===== src/rtl/csr_exec_pkg.sv =====
package csr_exec_pkg;
   localparam logic [6:0] SYS_OPCODE   = 7'b1110011;
   localparam logic [3:0] CAUSE_ILLEGAL = 4'd2;
   localparam logic [3:0] CAUSE_BREAK   = 4'd3;
   localparam logic [3:0] CAUSE_ENVCALL = 4'd11;

   typedef enum logic [1:0] {
      UPD_SWAP  = 2'd0,
      UPD_SET   = 2'd1,
      UPD_CLEAR = 2'd2
   } upd_kind_e;

   typedef struct packed {
      logic        is_csr;
      logic        is_envcall;
      logic        is_break;
      logic        is_bad;
      logic [11:0] addr;
      logic [4:0]  rd;
      logic [4:0]  src_idx;
      logic        use_imm;
      upd_kind_e   kind;
      logic        wr_req;
   } csr_dec_t;
endpackage


===== src/rtl/csr_decode.sv =====
module csr_decode
   import csr_exec_pkg::*;
(
   input  logic [31:0] instr,
   output csr_dec_t    dec
);
   logic [2:0] f3;
   logic       sys;

   assign f3  = instr[14:12];
   assign sys = (instr[6:0] == SYS_OPCODE);

   always_comb begin
      dec            = '0;
      dec.addr       = instr[31:20];
      dec.rd         = instr[11:7];
      dec.src_idx    = instr[19:15];
      dec.use_imm    = f3[2];
      dec.is_envcall = (instr == 32'h0000_0073);
      dec.is_break   = (instr == 32'h0010_0073);
      unique case (f3[1:0])
         2'b01:   dec.kind = UPD_SWAP;
         2'b10:   dec.kind = UPD_SET;
         default: dec.kind = UPD_CLEAR;
      endcase
      dec.is_csr = sys && (f3[1:0] != 2'b00);
      // swaps always write; set/clear only with a non-zero source field
      dec.wr_req = dec.is_csr && ((dec.kind == UPD_SWAP) || (dec.src_idx != 5'd0));
      dec.is_bad = !dec.is_csr && !dec.is_envcall && !dec.is_break;
   end
endmodule


===== src/rtl/csr_update.sv =====
module csr_update
   import csr_exec_pkg::*;
#(
   parameter int XLEN = 32
) (
   input  logic [XLEN-1:0] old_val,
   input  logic [XLEN-1:0] src_val,
   input  upd_kind_e       kind,
   output logic [XLEN-1:0] new_val
);
   always_comb begin
      unique case (kind)
         UPD_SWAP:  new_val = src_val;
         UPD_SET:   new_val = old_val | src_val;
         default:   new_val = old_val & ~src_val;
      endcase
   end
endmodule


===== src/rtl/csr_file.sv =====
module csr_file #(
   parameter int          XLEN    = 32,
   parameter int          NUM_RW  = 2,
   parameter logic [11:0] RW_BASE = 12'h340,
   parameter int          NUM_RO  = 2,
   parameter logic [11:0] RO_BASE = 12'hF11,
   parameter logic [31:0] RO_SEED = 32'h5A00_0001
) (
   input  logic            clk,
   input  logic            rst_n,
   input  logic [11:0]     addr,
   input  logic            wr_en,
   input  logic [XLEN-1:0] wr_data,
   output logic [XLEN-1:0] rdata,
   output logic            hit,
   output logic            read_only
);
   logic [NUM_RW-1:0]     hit_rw;
   logic [NUM_RO-1:0]     hit_ro;
   logic [XLEN-1:0]       rw_q [NUM_RW];
   logic [XLEN-1:0]       rw_rd [NUM_RW];
   logic [XLEN-1:0]       ro_rd [NUM_RO];

   for (genvar i = 0; i < NUM_RW; i++) begin : g_rw
      assign hit_rw[i] = (addr == RW_BASE + 12'(i));
      assign rw_rd[i]  = hit_rw[i] ? rw_q[i] : '0;
      always_ff @(posedge clk or negedge rst_n) begin
         if (!rst_n)                rw_q[i] <= '0;
         else if (wr_en && hit_rw[i]) rw_q[i] <= wr_data;
      end

      rw_hold_chk: assert property (@(posedge clk) disable iff (!rst_n)
         !$past(wr_en && hit_rw[i]) |-> $stable(rw_q[i]));
   end

   for (genvar j = 0; j < NUM_RO; j++) begin : g_ro
      assign hit_ro[j] = (addr == RO_BASE + 12'(j));
      assign ro_rd[j]  = hit_ro[j] ? XLEN'(RO_SEED + 32'(j)) : '0;
   end

   always_comb begin
      rdata = '0;
      for (int i = 0; i < NUM_RW; i++) rdata |= rw_rd[i];
      for (int j = 0; j < NUM_RO; j++) rdata |= ro_rd[j];
   end

   assign hit       = (|hit_rw) || (|hit_ro);
   assign read_only = |hit_ro;


   ro_nowrite_chk: assert property (@(posedge clk) disable iff (!rst_n)
      wr_en |-> (|hit_rw));
endmodule


===== src/rtl/csr_exec_unit.sv =====
module csr_exec_unit
   import csr_exec_pkg::*;
#(
   parameter int          XLEN    = 32,
   parameter int          NUM_RW  = 2,
   parameter logic [11:0] RW_BASE = 12'h340,
   parameter int          NUM_RO  = 2,
   parameter logic [11:0] RO_BASE = 12'hF11,
   parameter logic [31:0] RO_SEED = 32'h5A00_0001
) (
   input  logic        clk,
   input  logic        rst_n,
   input  logic        issue_valid,
   input  logic [31:0] instr,
   input  logic [31:0] rs1_data,
   output logic        resp_valid,
   output logic        rd_we,
   output logic [4:0]  rd_idx,
   output logic [31:0] rd_data,
   output logic        trap_valid,
   output logic [3:0]  trap_cause
);
   localparam int IMM_W = 5;

   if (XLEN != 32) begin : g_bad_xlen
      $error("csr_exec_unit: XLEN must be 32");
   end
   if (NUM_RW < 1 || NUM_RO < 1) begin : g_bad_count
      $error("csr_exec_unit: at least one CSR of each kind");
   end
   if (RO_BASE[11:10] != 2'b11 || RW_BASE[11:10] == 2'b11) begin : g_bad_map
      $error("csr_exec_unit: read-only base must sit in space 11, read-write outside it");
   end

   csr_dec_t        dec;
   logic [XLEN-1:0] old_val, src_val, new_val;
   logic            hit, read_only, legal, file_we, do_trap;
   logic [3:0]      cause_c;

   csr_decode u_dec (.instr(instr), .dec(dec));

   assign src_val = dec.use_imm ? {{(XLEN-IMM_W){1'b0}}, dec.src_idx} : rs1_data;

   csr_update #(.XLEN(XLEN)) u_upd (
      .old_val(old_val), .src_val(src_val), .kind(dec.kind), .new_val(new_val));

   assign legal   = dec.is_csr && hit && !(read_only && dec.wr_req);
   assign file_we = issue_valid && legal && dec.wr_req;

   csr_file #(
      .XLEN(XLEN), .NUM_RW(NUM_RW), .RW_BASE(RW_BASE),
      .NUM_RO(NUM_RO), .RO_BASE(RO_BASE), .RO_SEED(RO_SEED)
   ) u_file (
      .clk(clk), .rst_n(rst_n), .addr(dec.addr), .wr_en(file_we),
      .wr_data(new_val), .rdata(old_val), .hit(hit), .read_only(read_only));

   always_comb begin
      do_trap = 1'b1;
      cause_c = CAUSE_ILLEGAL;
      if (dec.is_envcall)    cause_c = CAUSE_ENVCALL;
      else if (dec.is_break) cause_c = CAUSE_BREAK;
      else if (legal)        do_trap = 1'b0;
   end

   always_ff @(posedge clk or negedge rst_n) begin
      if (!rst_n) begin
         resp_valid <= 1'b0;
         rd_we      <= 1'b0;
         rd_idx     <= '0;
         rd_data    <= '0;
         trap_valid <= 1'b0;
         trap_cause <= '0;
      end else begin
         resp_valid <= issue_valid;
         rd_we      <= issue_valid && legal && (dec.rd != 5'd0);
         rd_idx     <= dec.rd;
         rd_data    <= old_val;
         trap_valid <= issue_valid && do_trap;
         trap_cause <= do_trap ? cause_c : 4'd0;
      end
   end


   resp_latency_chk: assert property (@(posedge clk) disable iff (!rst_n)
      resp_valid |-> $past(issue_valid));

   trap_excl_chk: assert property (@(posedge clk) disable iff (!rst_n)
      !(rd_we && trap_valid));

   rd_zero_chk: assert property (@(posedge clk) disable iff (!rst_n)
      rd_we |-> (rd_idx != 5'd0) && resp_valid);

   zero_src_nowrite_chk: assert property (@(posedge clk) disable iff (!rst_n)
      (issue_valid && instr[13] && instr[19:15] == 5'd0) |-> !file_we);
endmodule


===== config.mk =====
export PLATFORM = sky130hd
export DESIGN_NAME = csr_exec_unit
export DESIGN_NICKNAME = d
export VERILOG_FILES = /design/src/rtl/csr_exec_pkg.sv /design/src/rtl/csr_decode.sv /design/src/rtl/csr_update.sv /design/src/rtl/csr_file.sv /design/src/rtl/csr_exec_unit.sv
export SDC_FILE = /design/constraint.sdc
export NUM_CORES = 1
export LEC_CHECK = 0
export BUFFER_PORTS_ARGS = -buffer_cell sky130_fd_sc_hd__buf_4
export CAP_MARGIN = 25
export CORE_ASPECT_RATIO = 1.1
export CORE_UTILIZATION = 45
export DETAILED_ROUTE_END_ITERATION = 10
export HOLD_SLACK_MARGIN = 0.05
export PLACE_DENSITY_LB_ADDON = 0.15
export SYNTH_ARGS = -nofsm -noshare
export SYNTH_HDL_FRONTEND = slang
export SYNTH_HIERARCHICAL = 1
export SYNTH_SLANG_ARGS = --single-unit

===== constraint.sdc =====
create_clock -name clk -period 1.4 [get_ports clk]
set_clock_uncertainty 0.1 [all_clocks]
set_input_delay 0.14 -clock clk [delete_from_list [all_inputs] [get_ports clk]]
set_output_delay 0.14 -clock clk [all_outputs]
set_load 0.1 [all_outputs]

== Yosys cells after proc, flatten, opt, wreduce, memory -nomap -nowiden ==
Index checks and enable logic that the tools add are counted.
Cells by class
  bitwise gates (word level): 6
  reduce and logical (&&, ||, !) cells: 20
  equality and inequality tests: 10
  multiplexer cells: 13
Operators with widths (number)
  32-bit bitwise OR: 4
  32-bit two-way mux: 3
  32-bit one-hot mux with 2 select lines: 1
  31-bit two-way mux: 2
  32-bit bitwise AND: 1
  32-bit by 21-bit equality test with 1-bit output, second input constant: 1
  32-bit by 7-bit equality test with 1-bit output, second input constant: 1
  32-bit inverter: 1
  12-bit by 10-bit equality test with 1-bit output, second input constant: 2
  12-bit equality test, second input constant: 2
  1-bit logical AND: 11
  5-bit nonzero test: 2
  4-bit two-way mux: 2
  7-bit equality test, second input constant: 1
  2-bit by 1-bit equality test with 1-bit output, second input constant: 2
  1-bit two-way mux: 4
  2-bit one-hot mux with 2 select lines: 1
  2-bit OR reduction: 2
  2-bit equality test, second input constant: 1
  2-bit logical NOT: 1
  1-bit logical OR: 2
  2-bit nonzero test: 1
  1-bit logical NOT: 1
Storage, ports and cells
  word-level logic and storage cells: 57
  register bits: 108
  output and inout bits: 44
  input port bits: 67

== Longest topological paths before layout ==
Gate-level depths: netlist of run 1.
  depth in word-level cells: 12
  gate-level depth with buffers: 12

== Cells and area by module ==
The synthesis of run 1 kept the hierarchy.
Modules (own cells, without submodules)
  csr_file: times used 1, area each 3088.0 µm², cells each 202
  csr_exec_unit: times used 1, area each 1416.4 µm², cells each 93
  csr_update: times used 1, area each 554.3 µm², cells each 74
  csr_decode: times used 1, area each 375.4 µm², cells each 48

== Least setup slack after synthesis of run 1 ==
Ideal clock, no wire load.
  kind: input to register
  from: input instr[24]
  to: register u_file/rw_q[10] in the netlist's numbering
  setup slack: -1.472 ns
  arrival time: 2.647 ns
  cell stages on the path: 11
  required time: 1.175 ns
  cells stage by stage: buf_4 nor4b_4 and3_2 buf_6 buf_6 nand3b_1 nand3_1 nor3b_1 nand4_4 buf_6 mux2_4
Between the ends
  word-level cells in the longest chain between the ends: 8
  elaborated cells on any way between the ends: 22
  classes of those cells: eq/ne: 4; mux: 3; bitwise: 5; reduce/logical: 10
Ends and longest elaborated chain
  start: declaration: line csr_exec_unit.sv:14  | input logic [31:0] instr,
  12-bit by 10-bit equality test with 1-bit output or 12-bit equality test (tied branches): line csr_file.sv:25, csr_file.sv:37
  2-bit OR reduction: line csr_file.sv:47  | assign hit = (|hit_rw) || (|hit_ro);
  1-bit logical OR *: line csr_file.sv:47
  named net hit: line csr_exec_unit.sv:37  | logic hit, read_only, legal, file_we, do_trap;
  1-bit logical AND * (2 in series): line csr_exec_unit.sv:47  | assign legal = dec.is_csr && hit && !(read_only && dec.wr_req);
  1-bit logical AND * (2 in series): line csr_exec_unit.sv:48  | assign file_we = issue_valid && legal && dec.wr_req;
  named net file_we: line csr_exec_unit.sv:37
  1-bit logical AND *: line csr_file.sv:29  | else if (wr_en && hit_rw[i]) rw_q[i] <= wr_data;
  end signal: indexed assignment: line csr_file.sv:29
  end: declaration: line csr_file.sv:20  | logic [XLEN-1:0] rw_q [NUM_RW];
Mark *: on every way through the listed nets, which the timed path passes. The rest lies on a longest branch.
A chain may end at the register's enable or synchronous reset.

==> results of run 1 <==
==> per-layer routing <==
metal / track usage / wire length, um
met1: 0.271 / 5590
met2: 0.369 / 6550
met3: 0.0277 / 379
met4: 0.0932 / 235
met5: 0 / 0
==> final cells by class <==
class                      count  area (um2)  area share
inverter                      13        51.3     0.00687
sequential                   107        2680       0.358
multi-input combinational    245        2420       0.324
tap                          150         188      0.0251
clock buffer                  10         229      0.0306
timing repair buffer         209        1870       0.251
clock inverter                 5        28.8     0.00385
==> final timing paths <==
path                                         to  slack (ps)  depth (start not counted)            start
min in group clk                          rd_we          90                          3        instr[10]
worst max register to register  u_file/rw_q[32]          20                          4   u_file/rw_q[0]
max in group asynchronous            rd_data[4]         620                          3            rst_n
worst min-delay path                rd_data[23]          80                          2            rst_n
worst max-delay path            u_file/rw_q[27]        -630                         10         instr[2]
worst min register to register  u_file/rw_q[59]         410                          1  u_file/rw_q[59]
==> critical path, delay by kind of cell <==
| kind | cells | cell delay, ps |
|---|---|---|
| buffers and inverters | 4 | 510 |
| and+or+nand+nor | 5 | 1240 |
| muxes | 1 | 290 |
==> power breakdown <==
part | internal (W) | switching (W)
sequential | 0.00310 | 0.00000328
clock | 0.00119 | 0.00112
combinational | 0.000351 | 0.000413
total | 0.00464 | 0.00154
==> sequential cells by signal (all words and copies together) (netlist names) <==
register / flops
rd_data: 32
rd_idx: 5
rd_we: 1
resp_valid: 1
trap_cause: 3
trap_valid: 1
u_file/rw_q: 64
==> through the flow <==
step / hold WS, ps / instance area (um2) / utilization / worst slack (ps) / TNS [ps]
3_5_place_dp: -90.5 / 6700 / 0.578 / -1060 / -75810
2_1_floorplan: -256 / 5480 / - / -1210 / -77870
3_3_place_gp: -92.6 / 6700 / 0.578 / -1000 / -72320
5_1_grt: 81.7 / 7470 / 0.645 / -650 / -40780
4_1_cts: 78.6 / 7280 / 0.628 / -650 / -40190
6_report: 80.9 / 7470 / 0.645 / -633 / -38570
==> timing repair <==
item / CTS / global route
hold buffers: 7 / 0
resized for setup: 25 / 29
hold endpoints to repair: 114 / 0
buffers inserted: 20 / 17
gates cloned: 2 / 5
setup endpoints to repair: 66 / 85
pin swaps: 3 / 15
==> flow_metrics.env, run 1 <==
export IMPL_status="complete, but fails checks"
export IMPL_violations="setup timing"
export IMPL_fin_nets=655
export IMPL_synth_cell_area_um2=5430
export IMPL_finalSetupViolCount=70
export IMPL_grt_max_degree=45
export IMPL_grt_use_total=0.214
export IMPL_hpwl_um=8040
export IMPL_port_buffers=109
export IMPL_synth_fp_nets=486
export IMPL_cp_max_fo=6
export IMPL_ios=111
export IMPL_final_instance_count_excl_fill=739
export IMPL_slew_viol_final=0
export IMPL_clk_pin_slew_worst_paths_ps=70
export IMPL_cp_required_ps=1530
export IMPL_max_stage_delay_ps=560
export IMPL_cts_root_buf="clkbuf_16"
export IMPL_dp_cells=696
export IMPL_cts_num_sinks=107
export IMPL_final_cell_mix="buf_4, dfrtp_1, mux2_4"
export IMPL_rsz0062_at_grt="true"
export IMPL_nFillCells=917
export IMPL_layout_commonest_cell="buf_4"
export IMPL_drv_cap=0
export IMPL_routed_wl_um=12800
export IMPL_rows=41
export IMPL_dr_pass1_iters=4
export IMPL_drive_gt1_frac=0.533
export IMPL_vias_per_cell=5.10
export IMPL_drc=0
export IMPL_cp_end_kind="flip-flop"
export IMPL_syn_avg_cell_area_um2=13.0
export IMPL_antenna_found_initial=0
export IMPL_overflow=0
export IMPL_grt_pass1_vias=3898
export IMPL_syn_inst=416
export IMPL_clk_path_buf_depth=2
export IMPL_crit_chain="buf_6 > nand4b_1 > or4_4 > inv_4 > nand3_4 > nor3b_4 > nand4_4 > buf_12 > clkbuf_16 > mux2_4"
export IMPL_power_density_nw_per_um2=827
export IMPL_final_antenna_net_count=0
export IMPL_gp_congestion=0.808
export IMPL_path_class="input pin to flip-flop"
export IMPL_power_w=0.00618
export IMPL_num_antenna_cells=0
export IMPL_fin_crit_ps=2030
export IMPL_crit_path_top_delay_cell="or4_4"
export IMPL_core_um2=11600
export IMPL_clock_fmax_mhz=492
export IMPL_peakVddDrop_v=0.000498
export IMPL_die_height_um=117
export IMPL_htreeDepth=3
export IMPL_die_w_um=107
export IMPL_postLayoutSetupSlackWorst_ps=-633
export IMPL_vias=3766
export IMPL_hold_class="input pin to asynchronous set/reset pin"
export IMPL_cp_data_arrival_time_ps=2170
export IMPL_timing_final_hold_violations=0
export IMPL_dieArea_um2=12500
export IMPL_grt_pass1_wl_um=20100
export IMPL_worstSetupStartpointType="input pin"
export IMPL_clock_latency_ps=350
export IMPL_yosysWarnings=6
export IMPL_cts_buffers_inserted=9
export IMPL_wire_per_inst_um=17.3
export IMPL_cts_tree="done"
export IMPL_area_growth_pct=37.7
export IMPL_leakage_nw=3.84
export IMPL_drtIter0Drc=110
export IMPL_start_util=0.468
export IMPL_period_share=1.45
Power figures use the tool's default switching activity.
==> run 2: changes to the inputs <==
--- a/config.mk
+++ b/config.mk
@@ -12,6 +12,7 @@
 export DETAILED_ROUTE_END_ITERATION = 10
 export HOLD_SLACK_MARGIN = 0.05
 export PLACE_DENSITY_LB_ADDON = 0.15
+export SETUP_SLACK_MARGIN = 0.02
 export SYNTH_ARGS = -nofsm -noshare
 export SYNTH_HDL_FRONTEND = slang
 export SYNTH_HIERARCHICAL = 1
==> flow_metrics.env, run 2 (synthesis results as in run 1) <==
export IMPL_status="complete, but fails checks"
export IMPL_violations="setup timing"
export IMPL_start_util=0.468
export IMPL_cts_buffers_inserted=9
export IMPL_grt_pass1_vias=3959
export IMPL_rr_startpoint="u_file/rw_q[0]"
export IMPL_p_sw_w=0.00154
export IMPL_power_frac_clock=0.428
export IMPL_hold_class="input pin to asynchronous set/reset pin"
export IMPL_ios=111
export IMPL_path_class="input pin to flip-flop"
export IMPL_cp_end_kind="flip-flop"
export IMPL_slew_viol_final=0
export IMPL_postLayoutSetupSlackWorst_ps=-623
export IMPL_rsz0062_at_grt="true"
export IMPL_grt_use_total=0.208
export IMPL_use_met1=0.261
export IMPL_placed_cell_area_um2=6720
export IMPL_antenna_found_initial=0
export IMPL_largest_register="u_file/rw_q"
export IMPL_grt_pass1_wl_um=19900
export IMPL_power_frac_comb=0.111
export IMPL_clock_fmax_mhz=494
export IMPL_layout_commonest_cell="buf_4"
export IMPL_cp_max_fo=5
export IMPL_die_height_um=117
export IMPL_reg2reg_to="u_file/rw_q[0]"
export IMPL_core_um2=11600
export IMPL_multi_input_area_um2=2410
export IMPL_utilization=0.648
export IMPL_dr_pass1_iters=4
export IMPL_largest_reg_flops=64
export IMPL_drc=0
export IMPL_cp_data_arrival_time_ps=2150
export IMPL_fin_nets=654
export IMPL_cts_tree="done"
export IMPL_wire_per_inst_um=16.7
export IMPL_drtIter0Drc=108
export IMPL_leakage_nw=3.85
export IMPL_timing_final_hold_violations=0
export IMPL_period_share=1.44
export IMPL_drive_gt1_frac=0.533
export IMPL_worstSetupStartpointType="input pin"
export IMPL_grtUsageMet2=0.376
export IMPL_cts_num_sinks=107
export IMPL_hold_slack_ps=93.2
export IMPL_reg_top3="u_file/rw_q x64, rd_data x32, rd_idx x5"
export IMPL_power_density_nw_per_um2=897
export IMPL_fin_crit_ps=2020
export IMPL_r2r_slack_ps=-10
export IMPL_final_antenna_net_count=0
export IMPL_grt_busiest_layer="met2"
export IMPL_final_cell_mix="buf_4, dfrtp_1, mux2_4"
export IMPL_routed_wl_um=12400
export IMPL_vias_per_cell=5.10
export IMPL_swShare=0.229
export IMPL_clock_latency_ps=350
export IMPL_clk_path_buf_depth=2
export IMPL_nFillCells=926
export IMPL_peakVddDrop_v=0.000719
export IMPL_cts_root_buf="clkbuf_16"
export IMPL_crit_path_start="instr[13]"
export IMPL_gp_congestion=0.813
export IMPL_grt_max_degree=49
export IMPL_die_w_um=107
export IMPL_drv_cap=0
export IMPL_rows=41
export IMPL_cp_required_ps=1530
export IMPL_num_antenna_cells=0
export IMPL_stdcell_area_um2=7510
export IMPL_htreeDepth=3
export IMPL_seq_area_um2=2680
export IMPL_hpwl_um=7890
export IMPL_port_buffers=109
export IMPL_vias=3769
export IMPL_area_growth_pct=38.4
export IMPL_ff2ff_path_depth=4
export IMPL_globalRouteMet3Util=0.0310
export IMPL_clk_pin_slew_worst_paths_ps=70
export IMPL_p_int_w=0.00520
export IMPL_finalSetupViolCount=65
export IMPL_overflow=0
export IMPL_dieArea_um2=12500
export IMPL_p_seq_frac=0.460
## run 2: critical path, stage by stage
cell       delay (ps)
buf_6              80
inv_4              30
ha_4              150
or4_4             560
inv_4              90
nand3_4            70
nor3b_4           240
nand4_4           150
buf_4             180
clkbuf_16         160
mux2_4            300
## run 2: layer usage
layer,up-vias,share of wire
met5,-,0
met4,0,0.011
li1,1800,-
met1,1871,0.44
met2,85,0.51
met3,13,0.033
## run 2: worst max path at each step
| stage | endpoint | depth (start not counted) |
|---|---|---|
| after global placement | u_file/rw_q[15] | 10 |
| after CTS | u_file/rw_q[23] | 10 |
| after global routing | u_file/rw_q[21] | 10 |
| after detailed placement | u_file/rw_q[24] | 10 |
| final | u_file/rw_q[21] | 11 |
| after floorplan | u_file/rw_q[10] | 11 |
## run 2: cell type report
| class | instances | area share |
|---|---|---|
| Multi-Input combinational cell | 245 | 0.321 |
| Clock buffer | 10 | 0.0305 |
| Tap cell | 150 | 0.0250 |
| Clock inverter | 6 | 0.0148 |
| Timing Repair Buffer | 208 | 0.245 |
| Inverter | 13 | 0.00750 |
| Sequential cell | 107 | 0.356 |
## run 2: metrics by stage
| stage | power (W) | setup slack, ps | std cells | TNS, ps |
|---|---|---|---|---|
| 5_1_grt | 0.00698 | -697 | 739 | -42720 |
| 3_5_place_dp | 0.00388 | -1120 | 699 | -81380 |
| 2_1_floorplan | 0.00356 | -1210 | 416 | -77770 |
| 3_3_place_gp | 0.00387 | -1010 | 699 | -75740 |
| 4_1_cts | 0.00680 | -625 | 732 | -38280 |
| 6_report | 0.00674 | -623 | 739 | -37320 |
## run 2: power groups by stage
stage	Combinational [W]	Sequential (W)	Clock, W
after floorplan	0.000323	0.00324	0
after global placement	0.000704	0.00316	0
after detailed placement	0.000714	0.00316	0
after CTS	0.000752	0.00310	0.00295
after global routing	0.000810	0.00310	0.00307
final	0.000749	0.00310	0.00289
## run 2: repair_timing
action | 4_1_cts | 5_1_grt
hold endpoints to repair | 114 | 0
cloned | 3 | 4
resized for setup | 30 | 12
buffers inserted | 8 | 6
pin swaps | 9 | 6
hold buffers | 7 | 0
setup endpoints to repair | 86 | 87
